## config.mk

```make
export PLATFORM = sky130hd
export DESIGN_NAME = trap_ctrl
export DESIGN_NICKNAME = d
export VERILOG_FILES = /design/src/rtl/trap_pkg.sv /design/src/rtl/trap_fault_sel.sv /design/src/rtl/trap_irq_sel.sv /design/src/rtl/trap_fsm.sv /design/src/rtl/trap_ctrl.sv
export SDC_FILE = /design/constraint.sdc
export NUM_CORES = 1
export LEC_CHECK = 0
export CAP_MARGIN = 10
export CORE_UTILIZATION = 55
export DETAILED_ROUTE_END_ITERATION = 12
export DONT_BUFFER_PORTS = 1
export GPL_TIMING_DRIVEN = 0
export PLACE_DENSITY_LB_ADDON = 0.3
export SYNTH_ARGS = -nofsm -noshare
export SYNTH_HDL_FRONTEND = slang
export SYNTH_HIERARCHICAL = 1
export SYNTH_SLANG_ARGS = --single-unit
export TNS_END_PERCENT = 1
```

## constraint.sdc

```tcl
create_clock -name clk_i -period 1.7 [get_ports clk_i]
set_input_delay 0.17 -clock clk_i [delete_from_list [all_inputs] [get_ports clk_i]]
set_output_delay 0.17 -clock clk_i [all_outputs]
set_load 0.02 [all_outputs]
```

## src/rtl/trap_pkg.sv

```systemverilog
package trap_pkg;

  localparam int unsigned CAUSE_W = 32;
  localparam int unsigned CODE_W  = 5;

  typedef enum logic [1:0] {
    PCS_NONE = 2'd0,
    PCS_EXC  = 2'd1,
    PCS_RET  = 2'd2
  } pc_sel_e;

  typedef enum logic [1:0] {
    ST_IDLE  = 2'd0,
    ST_RUN   = 2'd1,
    ST_FLUSH = 2'd2
  } ctl_state_e;

  // fault codes
  localparam logic [CODE_W-1:0] EXC_FETCH   = 5'd1;
  localparam logic [CODE_W-1:0] EXC_ILLEGAL = 5'd2;
  localparam logic [CODE_W-1:0] EXC_EBREAK  = 5'd3;
  localparam logic [CODE_W-1:0] EXC_LOAD    = 5'd5;
  localparam logic [CODE_W-1:0] EXC_STORE   = 5'd7;
  localparam logic [CODE_W-1:0] EXC_ECALL   = 5'd11;

  // interrupt codes
  localparam logic [CODE_W-1:0] IRQ_SW        = 5'd3;
  localparam logic [CODE_W-1:0] IRQ_TIMER     = 5'd7;
  localparam logic [CODE_W-1:0] IRQ_EXT       = 5'd11;
  localparam int unsigned       IRQ_FAST_BASE = 16;
  localparam logic [CODE_W-1:0] IRQ_NMI       = 5'd31;

  function automatic logic [CAUSE_W-1:0] mk_cause(input logic is_irq,
                                                  input logic [CODE_W-1:0] code);
    return {is_irq, {(CAUSE_W-CODE_W-1){1'b0}}, code};
  endfunction

  function automatic logic [CODE_W-1:0] fast_code(input int unsigned idx);
    return CODE_W'(IRQ_FAST_BASE + idx);
  endfunction

endpackage

```

## src/rtl/trap_fault_sel.sv

```systemverilog
module trap_fault_sel
  import trap_pkg::*;
#(
  parameter bit WB_STAGE = 1'b1
) (
  input  logic              id_valid_i,
  input  logic              fetch_err_i,
  input  logic              illegal_i,
  input  logic              ecall_i,
  input  logic              ebreak_i,
  input  logic              load_err_i,
  input  logic              store_err_i,
  output logic              id_fault_o,
  output logic              lsu_fault_o,
  output logic              lsu_wins_o,
  output logic [CODE_W-1:0] code_o
);

  logic [CODE_W-1:0] id_code;
  logic [CODE_W-1:0] lsu_code;

  assign id_fault_o  = id_valid_i & (fetch_err_i | illegal_i | ecall_i | ebreak_i);
  assign lsu_fault_o = load_err_i | store_err_i;

  always_comb begin
    if (fetch_err_i)      id_code = EXC_FETCH;
    else if (illegal_i)   id_code = EXC_ILLEGAL;
    else if (ecall_i)     id_code = EXC_ECALL;
    else                  id_code = EXC_EBREAK;
  end

  assign lsu_code = store_err_i ? EXC_STORE : EXC_LOAD;

  generate
    if (WB_STAGE) begin : g_wb_first
      // the writeback instruction is older: its error wins
      assign lsu_wins_o = lsu_fault_o;
    end else begin : g_id_first
      // error belongs to the decode instruction: its other faults win
      assign lsu_wins_o = lsu_fault_o & ~id_fault_o;
    end
  endgenerate

  assign code_o = lsu_wins_o ? lsu_code : id_code;

endmodule

```

## src/rtl/trap_irq_sel.sv

```systemverilog
module trap_irq_sel
  import trap_pkg::*;
#(
  parameter int unsigned NFAST = 15,
  localparam int unsigned NIRQ = NFAST + 3
) (
  input  logic [NIRQ-1:0]   pend_i,
  input  logic [NIRQ-1:0]   en_i,
  input  logic              global_en_i,
  input  logic              nmi_i,
  input  logic              nmi_mode_i,
  output logic              req_o,
  output logic              nmi_o,
  output logic [CODE_W-1:0] code_o
);

  logic [NIRQ-1:0]   armed;
  logic [CODE_W-1:0] fast_tbl [NFAST];

  assign armed = pend_i & en_i & {NIRQ{global_en_i}};

  for (genvar i = 0; i < NFAST; i++) begin : g_fast_code
    assign fast_tbl[i] = fast_code(i);
  end

  always_comb begin
    req_o  = 1'b0;
    nmi_o  = 1'b0;
    code_o = '0;
    if (!nmi_mode_i) begin
      if (nmi_i) begin
        req_o  = 1'b1;
        nmi_o  = 1'b1;
        code_o = IRQ_NMI;
      end else begin
        req_o = |armed;
        // lowest priority first, later hits overwrite
        if (armed[1]) code_o = IRQ_TIMER;
        if (armed[0]) code_o = IRQ_SW;
        if (armed[2]) code_o = IRQ_EXT;
        for (int i = 0; i < NFAST; i++) begin
          if (armed[3+i]) code_o = fast_tbl[i];
        end
      end
    end
  end

endmodule

```

## src/rtl/trap_fsm.sv

```systemverilog
module trap_fsm
  import trap_pkg::*;
#(
  parameter bit WB_STAGE = 1'b1
) (
  input  logic               clk_i,
  input  logic               rst_ni,
  input  logic               fetch_req_i,
  input  logic               id_valid_i,
  input  logic               id_mem_op_i,
  input  logic               id_mret_i,
  input  logic               wb_outstanding_i,
  input  logic               id_fault_i,
  input  logic               lsu_fault_i,
  input  logic [CODE_W-1:0]  fault_code_i,
  input  logic               irq_req_i,
  input  logic               irq_nmi_i,
  input  logic [CODE_W-1:0]  irq_code_i,
  output logic               flush_o,
  output logic               pc_set_o,
  output pc_sel_e            pc_sel_o,
  output logic [CAUSE_W-1:0] cause_o,
  output logic               save_pc_o,
  output logic               nmi_mode_o,
  output logic               restore_stack_o,
  output logic               trap_go_o,
  output logic               irq_go_o
);

  ctl_state_e         state_q, state_d;
  logic [CAUSE_W-1:0] cause_q;
  logic               nmi_mode_q;
  logic               wb_busy;
  logic               running;
  logic               fault_wait;
  logic               fault_go;
  logic               irq_hold;
  logic               irq_go;
  logic               ret_go;

  generate
    if (WB_STAGE) begin : g_wb_busy
      assign wb_busy = wb_outstanding_i;
    end else begin : g_no_wb
      assign wb_busy = 1'b0;
    end
  endgenerate

  assign running    = (state_q == ST_RUN);
  assign fault_wait = id_fault_i & ~lsu_fault_i & wb_busy;
  assign fault_go   = running & (id_fault_i | lsu_fault_i) & ~fault_wait;
  assign irq_hold   = (id_valid_i & id_mem_op_i) | wb_busy;
  assign irq_go     = running & irq_req_i & ~irq_hold & ~fault_go & ~fault_wait;
  assign ret_go     = running & id_valid_i & id_mret_i & ~fault_go & ~fault_wait & ~irq_go;

  assign trap_go_o = fault_go | irq_go;
  assign irq_go_o  = irq_go;

  always_comb begin
    state_d = state_q;
    unique case (state_q)
      ST_IDLE:  if (fetch_req_i) state_d = ST_RUN;
      ST_RUN:   if (trap_go_o)   state_d = ST_FLUSH;
      ST_FLUSH: state_d = ST_RUN;
      default:  state_d = ST_IDLE;
    endcase
  end

  always_ff @(posedge clk_i or negedge rst_ni) begin
    if (!rst_ni) begin
      state_q    <= ST_IDLE;
      cause_q    <= '0;
      nmi_mode_q <= 1'b0;
    end else begin
      state_q <= state_d;
      if (trap_go_o) cause_q <= mk_cause(irq_go, irq_go ? irq_code_i : fault_code_i);
      if (irq_go && irq_nmi_i) nmi_mode_q <= 1'b1;
      else if (ret_go)         nmi_mode_q <= 1'b0;
    end
  end

  assign flush_o         = (state_q == ST_FLUSH);
  assign save_pc_o       = (state_q == ST_FLUSH);
  assign pc_set_o        = (state_q == ST_FLUSH) | ret_go;
  assign pc_sel_o        = (state_q == ST_FLUSH) ? PCS_EXC : (ret_go ? PCS_RET : PCS_NONE);
  assign cause_o         = cause_q;
  assign nmi_mode_o      = nmi_mode_q;
  assign restore_stack_o = ret_go & nmi_mode_q;


  idle_quiet_chk: assert property (@(posedge clk_i) disable iff (!rst_ni)
    (state_q == ST_IDLE) |-> (!pc_set_o && !flush_o && !trap_go_o));


  handler_after_capture_chk: assert property (@(posedge clk_i) disable iff (!rst_ni)
    (pc_sel_o == PCS_EXC) |-> $past(trap_go_o));


  flush_single_chk: assert property (@(posedge clk_i) disable iff (!rst_ni)
    flush_o |=> !flush_o);


  fault_wait_chk: assert property (@(posedge clk_i) disable iff (!rst_ni)
    (running && id_fault_i && !lsu_fault_i && wb_outstanding_i && WB_STAGE) |=> !flush_o);


  irq_drain_chk: assert property (@(posedge clk_i) disable iff (!rst_ni)
    irq_go |-> (!(id_valid_i && id_mem_op_i) && !(WB_STAGE && wb_outstanding_i)));


  nmi_block_chk: assert property (@(posedge clk_i) disable iff (!rst_ni)
    nmi_mode_q |-> !irq_go);


  cause_kind_chk: assert property (@(posedge clk_i) disable iff (!rst_ni)
    (pc_sel_o == PCS_EXC) |-> (cause_o[CAUSE_W-1] == $past(irq_go)));

endmodule

```

## src/rtl/trap_ctrl.sv

```systemverilog
module trap_ctrl
  import trap_pkg::*;
#(
  parameter bit          WB_STAGE = 1'b1,
  parameter int unsigned NFAST    = 15,
  localparam int unsigned NIRQ    = NFAST + 3
) (
  input  logic              clk_i,
  input  logic              rst_ni,
  input  logic              fetch_req_i,
  input  logic              id_valid_i,
  input  logic              id_fetch_err_i,
  input  logic              id_illegal_i,
  input  logic              id_ecall_i,
  input  logic              id_ebreak_i,
  input  logic              id_mem_op_i,
  input  logic              id_mret_i,
  input  logic              wb_outstanding_i,
  input  logic              wb_load_err_i,
  input  logic              wb_store_err_i,
  input  logic              irq_sw_i,
  input  logic              irq_timer_i,
  input  logic              irq_ext_i,
  input  logic [NFAST-1:0]  irq_fast_i,
  input  logic              irq_nmi_i,
  input  logic [NIRQ-1:0]   irq_en_i,
  input  logic              irq_global_en_i,
  output logic              flush_o,
  output logic              pc_set_o,
  output logic [1:0]        pc_sel_o,
  output logic [31:0]       cause_o,
  output logic              save_pc_o,
  output logic              nmi_mode_o,
  output logic              restore_stack_o,
  output logic [NIRQ-1:0]   irq_pending_o
);

  logic              id_fault;
  logic              lsu_fault;
  logic              lsu_wins;
  logic [CODE_W-1:0] fault_code;
  logic              irq_req;
  logic              irq_nmi;
  logic [CODE_W-1:0] irq_code;
  logic              trap_go;
  logic              irq_go;
  pc_sel_e           pc_sel;

  // raw requests, independent of enables
  assign irq_pending_o = {irq_fast_i, irq_ext_i, irq_timer_i, irq_sw_i};

  trap_fault_sel #(.WB_STAGE(WB_STAGE)) u_fault_sel (
    .id_valid_i  (id_valid_i),
    .fetch_err_i (id_fetch_err_i),
    .illegal_i   (id_illegal_i),
    .ecall_i     (id_ecall_i),
    .ebreak_i    (id_ebreak_i),
    .load_err_i  (wb_load_err_i),
    .store_err_i (wb_store_err_i),
    .id_fault_o  (id_fault),
    .lsu_fault_o (lsu_fault),
    .lsu_wins_o  (lsu_wins),
    .code_o      (fault_code)
  );

  trap_irq_sel #(.NFAST(NFAST)) u_irq_sel (
    .pend_i      (irq_pending_o),
    .en_i        (irq_en_i),
    .global_en_i (irq_global_en_i),
    .nmi_i       (irq_nmi_i),
    .nmi_mode_i  (nmi_mode_o),
    .req_o       (irq_req),
    .nmi_o       (irq_nmi),
    .code_o      (irq_code)
  );

  trap_fsm #(.WB_STAGE(WB_STAGE)) u_fsm (
    .clk_i            (clk_i),
    .rst_ni           (rst_ni),
    .fetch_req_i      (fetch_req_i),
    .id_valid_i       (id_valid_i),
    .id_mem_op_i      (id_mem_op_i),
    .id_mret_i        (id_mret_i),
    .wb_outstanding_i (wb_outstanding_i),
    .id_fault_i       (id_fault),
    .lsu_fault_i      (lsu_fault),
    .fault_code_i     (fault_code),
    .irq_req_i        (irq_req),
    .irq_nmi_i        (irq_nmi),
    .irq_code_i       (irq_code),
    .flush_o          (flush_o),
    .pc_set_o         (pc_set_o),
    .pc_sel_o         (pc_sel),
    .cause_o          (cause_o),
    .save_pc_o        (save_pc_o),
    .nmi_mode_o       (nmi_mode_o),
    .restore_stack_o  (restore_stack_o),
    .trap_go_o        (trap_go),
    .irq_go_o         (irq_go)
  );

  assign pc_sel_o = pc_sel;


  wb_error_wins_chk: assert property (@(posedge clk_i) disable iff (!rst_ni)
    (WB_STAGE && lsu_fault && trap_go) |=>
      (!cause_o[31] && (cause_o[4:0] == EXC_LOAD || cause_o[4:0] == EXC_STORE)));


  id_fault_wins_chk: assert property (@(posedge clk_i) disable iff (!rst_ni)
    (!WB_STAGE && id_fault && trap_go) |=> !lsu_wins || $past(!id_fault));


  irq_needs_enable_chk: assert property (@(posedge clk_i) disable iff (!rst_ni)
    (irq_go && !irq_nmi) |-> (irq_global_en_i && |(irq_pending_o & irq_en_i)));

endmodule

```

==> qor.csv, run 1 <==
metric,value,unit
status,finished with violations,
failed_checks,setup timing,
stdcell_count,233,
dp.cells,224,
die_y,51.20,um
grt-ovfl-total,0,
met2_usage,0.4298,
hold_viol,0,
post-route-period-util,1.018,
max_freq,577.9,MHz
period_minus_slack,1.731,ns
setup_viol,1,
n_antenna_cell,0,
layout_commonest_cell,buf_4,
netlist_instances,171,
dieArea,2621,um^2
grt_max_degree,11,
final_nets,257,
grt.busiest_layer,met2,
timing.rr.end,u_fsm/cause_o[3],
hp-class,primary input to flip-flop,
clk_latency,0.26,ns
io_pins,108,
cts_buffers,3,
drtIter0Drc,39,
rows,17,
dp_hpwl,2708,um
design_area,1613,um^2
grt.met3_usage,0.05655,
pre_cts_slack,-0.2900,ns
holdPathEnd,u_fsm/state_q[0],
avgSynthCellArea,7.785,um^2
cts-root-buf,clkbuf_4,
slew_violations,0,
mostFrequentLayoutCells,"52 x buf_4, 27 x conb_1, 18 x nand2_1",
antenna_found_initial,0,
vias_per_cell,5.438,
critical_path_required,1.53,ns
grtUsageTotal,0.2406,
route.vias.total,1267,
drc,0,
p_per_area,895.4,nW/um^2
total_power,1.444,mW
cts_tree,yes,
cts.sinks,9,
reg2regPathDepth,6,
slew_headroom,0.6325,
grt_first_pass_wirelength,4774,um
vdd_drop_max,0.7748,mV
grt_setup_unrepaired,true,
min-delay-start,fetch_req_i,
placed_area,1473,um^2
grt_pass1_vias,1166,
htreeDepth,1,
whs,0.1016,ns
ys.warnings.count,6,
area_growth,21.15,%
syn-cell-area,1331,um^2
critPathArrivalTime,1.56,ns
skew,0.0005436,ns
layout-drive-gt1-share,0.3756,
dieWidth,51.20,um
worst_pin_slew,0.5502,ns
clk_pin_slew,0.06,ns
min_path_cells,2,
use_met1,0.2836,
cts_buffer_depth,2,
drt-total-wl,3294,um
critPathKind,flip-flop to primary output,
portBuffers,0,
n_fill_cell,201,
r2r_slack,0.12,ns
wl_per_cell,14.14,um
initial_core_util,0.5905,
worst_slack,-0.03052,ns
routabilityCongestion,0.8037,
drtPass1Iterations,4,
core,2255,um^2
cp-start-kind,flip-flop,
cp-end-kind,primary output,
cp_max_fo,8,
reg2reg_from,u_fsm/nmi_mode_o,
power_leakage,0.7872,nW
drtAntennaViolNets,0,
drv_cap,0,
==> report_power, final <==
part           switching, mW  internal, mW  total (mW)
combinational          0.428         0.355       0.783
clock                 0.0794        0.0870       0.166
sequential             0.183         0.313       0.495
total                  0.690         0.755        1.44
==> registers in the layout, summed over array words and instances, names as in the netlist <==
name,count
u_fsm/cause_o,6
u_fsm/nmi_mode_o,1
u_fsm/state_q,2
==> metrics by stage <==
step,setup TNS [ns],utilization
final,-0.03052,0.7153
after global routing,-0.1608,0.7153
after CTS,-0.1084,0.6881
after detailed placement,-1.575,0.6532
after global placement,-1.383,0.6532
after floorplan,0,-
==> routing by layer <==
layer | vias to the layer above | wire [um]
met5 | - | 0
met4 | 0 | 36
met3 | 4 | 297
met2 | 87 | 1693
met1 | 559 | 1266
li1 | 617 | -
==> critical path: stages, from the launching register on <==
cell	delay (ns)
dfrtp_2	0.50
a31oi_4	0.18
nand2b_1	0.10
o2111ai_2	0.18
or2b_4	0.32
==> how the worst max path moves through the flow <==
stage / start / end / slack [ns]
6_report: u_fsm/nmi_mode_o / pc_set_o / -0.03
4_1_cts: u_fsm/nmi_mode_o / pc_set_o / -0.05
2_1_floorplan: irq_en_i[2] / u_fsm/cause_o[0] / 0.009
3_5_place_dp: irq_en_i[2] / u_fsm/cause_o[3] / -0.29
5_1_grt: u_fsm/nmi_mode_o / pc_set_o / -0.07
3_3_place_gp: irq_en_i[2] / u_fsm/cause_o[1] / -0.22
==> final cells by class <==
class | count | area [um^2] | share of cell area
Sequential cell | 9 | 227.7 | 0.1412
Clock buffer | 3 | 22.52 | 0.01396
Buffer | 53 | 399.1 | 0.2475
Inverter | 9 | 33.78 | 0.02095
Clock inverter | 1 | 5.005 | 0.003103
Multi-Input combinational cell | 125 | 853.3 | 0.5291
Timing Repair Buffer | 5 | 36.28 | 0.02250
Tap cell | 28 | 35.03 | 0.02172
==> timing repair <==
action                     CTS  global route
hold endpoints to repair     9             0
gates resized for setup      5            10
hold buffers                 1             0
pin swaps                    2             2
buffers inserted             3             1
setup endpoints to repair    9             9
cloned                       0             0
Power figures use the tool's default switching activity.
==> run 2, diff against run 1 <==
Settings changed: ABC_AREA set to 1.
Clock period 1.7 ns to 2.08 ns, I/O delays scaled along.
==> run 2 against run 1 <==
Effect of this change:
- cell count rose by 12%
- core utilization shrank 2.9 points
- via count down 1.7%
- the run now ends clean
- clock skew increased by 0.0070 ns
- first-iteration DRC count fell by 44%
- largest cell class unchanged
- register-to-register slack gained 0.41 ns
- clock power fell by 19%
- setup slack improved by 0.18 ns
- cell area is 5.9% lower
- largest power group unchanged
==> qor.csv, run 2 <==
metric,value,unit,change
cts_buffer_depth,2,,unchanged
critPathBufInv,2,,+2
vias_per_cell,4.752,,-13%
wl_per_cell,9.920,um,-30%
use_met1,0.2783,,-0.005343
met2_usage,0.3489,,-0.08094
dp_hpwl,2237,um,-17%
die_y,50.48,um,-1.4%
drv_cap,0,,unchanged
cts.sinks,9,,unchanged
fin_util,0.6861,,-0.02923
cp_max_fo,10,,+2
avgSynthCellArea,6.367,um^2,-18%
max_freq,518.6,MHz,
grt_setup_unrepaired,false,,
route.vias.total,1245,,-1.7%
grtUsageTotal,0.2143,,-0.02629
grt_max_degree,11,,unchanged
n_fill_cell,205,,+2.0%
p_seq_frac,0.351,,+0.008
portBuffers,0,,unchanged
dieArea,2548,um^2,-2.8%
grt.met3_usage,0.03939,,-0.01715
skew,0.007544,ns,+0.007001 ns
internal_power,0.5770,mW,-24%
total_power,1.193,mW,-17%
initial_core_util,0.5843,,-0.006179
p_per_area,786.1,nW/um^2,-12%
slowest_delay,0.34,ns,-0.16 ns
multiInputGateArea,752.0,um^2,-12%
cts-root-buf,clkbuf_4,,
core,2212,um^2,-1.9%
grt_pass1_vias,1045,,-10%
drc,0,,unchanged
cp-start-kind,primary input,,
rows,17,,unchanged
hp-class,primary input to flip-flop,,
layout-drive-gt1-share,0.3162,,-0.05937
regArea,225.2,um^2,-1.1%
drt-total-wl,2599,um,-21%
layout_commonest_cell,buf_4,,
grt.busiest_layer,met2,,
cts_buffers,3,,unchanged
design_area,1518,um^2,-5.9%
cp-end-kind,primary output,,
tns,0,ns,+0.03052 ns
largest_reg_flops,6,,unchanged
post-route-period-util,0.9271,,
cts_tree,yes,,
n_antenna_cell,0,,unchanged
placed_area,1421,um^2,-3.5%
critPathArrivalTime,1.72,ns,+0.16 ns
setup_viol,0,,-1
htreeDepth,1,,unchanged
critPathTopFamily,simple AND/OR/NAND/NOR gates,,
antenna_found_initial,0,,unchanged
critPathKind,primary input to primary output,,
power_frac_comb,0.536,,-0.006
status,finished clean,,
mostFrequentLayoutCells,"49 x buf_4, 44 x nand2_1, 35 x nand3_1",,
r2r_slack,0.53,ns,+0.41 ns
ys.warnings.count,6,,unchanged
drtAntennaViolNets,0,,unchanged
final_nets,286,,+11%
slew_violations,0,,unchanged
cp_cell_sequence,buf_6 > clkbuf_8 > nand3_1 > nand3_1 > nor4_4 > a41oi_2 > nand3_2 > nand3_4 > nor2_4,,
crit_path_frequent_cell,nand3_1,,
clk_pin_slew,0.06,ns,about the same
routabilityCongestion,0.7554,,-6.0%
switching_share,0.5164,,+0.03886
netlist_instances,203,,+19%
area_growth,17.43,%,
slowest_stage,nor4_4,,
drtPass1Iterations,4,,unchanged
syn-cell-area,1292,um^2,-2.9%
drtIter0Drc,22,,-44%
period_minus_slack,1.928,ns,
grt_first_pass_wirelength,4222,um,-12%
hold_viol,0,,unchanged
dieWidth,50.48,um,-1.4%
power_switching,0.6161,mW,-11%
clk_latency,0.27,ns,about the same
vdd_drop_max,0.6181,mV,-20%
grt-ovfl-total,0,,unchanged
io_pins,108,,unchanged
pwr-share-clk,0.113,,-0.002
power_leakage,0.8881,nW,+13%
critical_path_required,1.87,ns,+0.34 ns
-- run 2: cell types whose count changed in the layout (fill, tap and decap cells not counted), sizes merged, moves of 8 or more --
cell,change
nand3,+38
nand2,+27
nor2,+14
inv,+8
-- run 2: worst paths after layout --
kind                                       start               end  cells past startpoint
max in group asynchronous                 rst_ni  u_fsm/cause_o[0]                      1
min in group asynchronous                 rst_ni  u_fsm/state_q[0]                      1
worst min register to register  u_fsm/state_q[1]  u_fsm/state_q[0]                      2
worst max register to register  u_fsm/nmi_mode_o  u_fsm/cause_o[3]                      6
worst max-delay path             irq_global_en_i   restore_stack_o                      9
worst min-delay path                 fetch_req_i  u_fsm/state_q[0]                      2
-- run 2: routing by layer --
layer | vias to the layer above | wire, um
met4 | 0 | 43
met2 | 72 | 1151
met1 | 516 | 1128
li1 | 653 | -
met5 | - | 0
met3 | 4 | 275
-- run 2: worst register-to-register path, stage by stage, from the launching register on --
cell and delay, ns:
dfrtp_1 0.56, a41oi_2 0.28, nand3_1 0.15, nor2_4 0.18, inv_2 0.09, nand3_1 0.08, nand3_1 0.08
-- run 2: cell type report --
class	count	share of cell area
buffer	51	0.2613
clock buffer	3	0.01484
clock inverter	1	0.003298
inverter	17	0.04204
multi-input combinational	151	0.4955
sequential	9	0.1484
tap	28	0.02308
timing repair buffer	2	0.01154
-- run 2: per-stage QoR --
| step | setup slack [ns] | std cells | hold slack (ns) |
|---|---|---|---|
| global route | 0.02112 | 262 | 0.1639 |
| floorplan | 0.1000 | 228 | -0.08759 |
| detailed placement | -0.1754 | 256 | -0.08737 |
| CTS | -0.01393 | 261 | 0.1190 |
| finish | 0.1517 | 262 | 0.1287 |
| global placement | -0.2087 | 256 | -0.08739 |
-- run 2: what timing repair did --
action | CTS | global route
gates resized for setup | 5 | 6
hold endpoints to repair | 9 | 0
hold buffers | 1 | 0
setup endpoints to repair | 3 | 3
buffers inserted | 0 | 1
pin swaps | 0 | 2
-- run 2: power by group through the flow --
stage                     Clock, mW  Sequential, mW  Combinational [mW]
after floorplan                   0           0.397               0.535
after global routing          0.150           0.431               0.712
after CTS                     0.139           0.419               0.625
after global placement            0           0.415               0.591
final                         0.134           0.419               0.640
after detailed placement          0           0.420               0.607
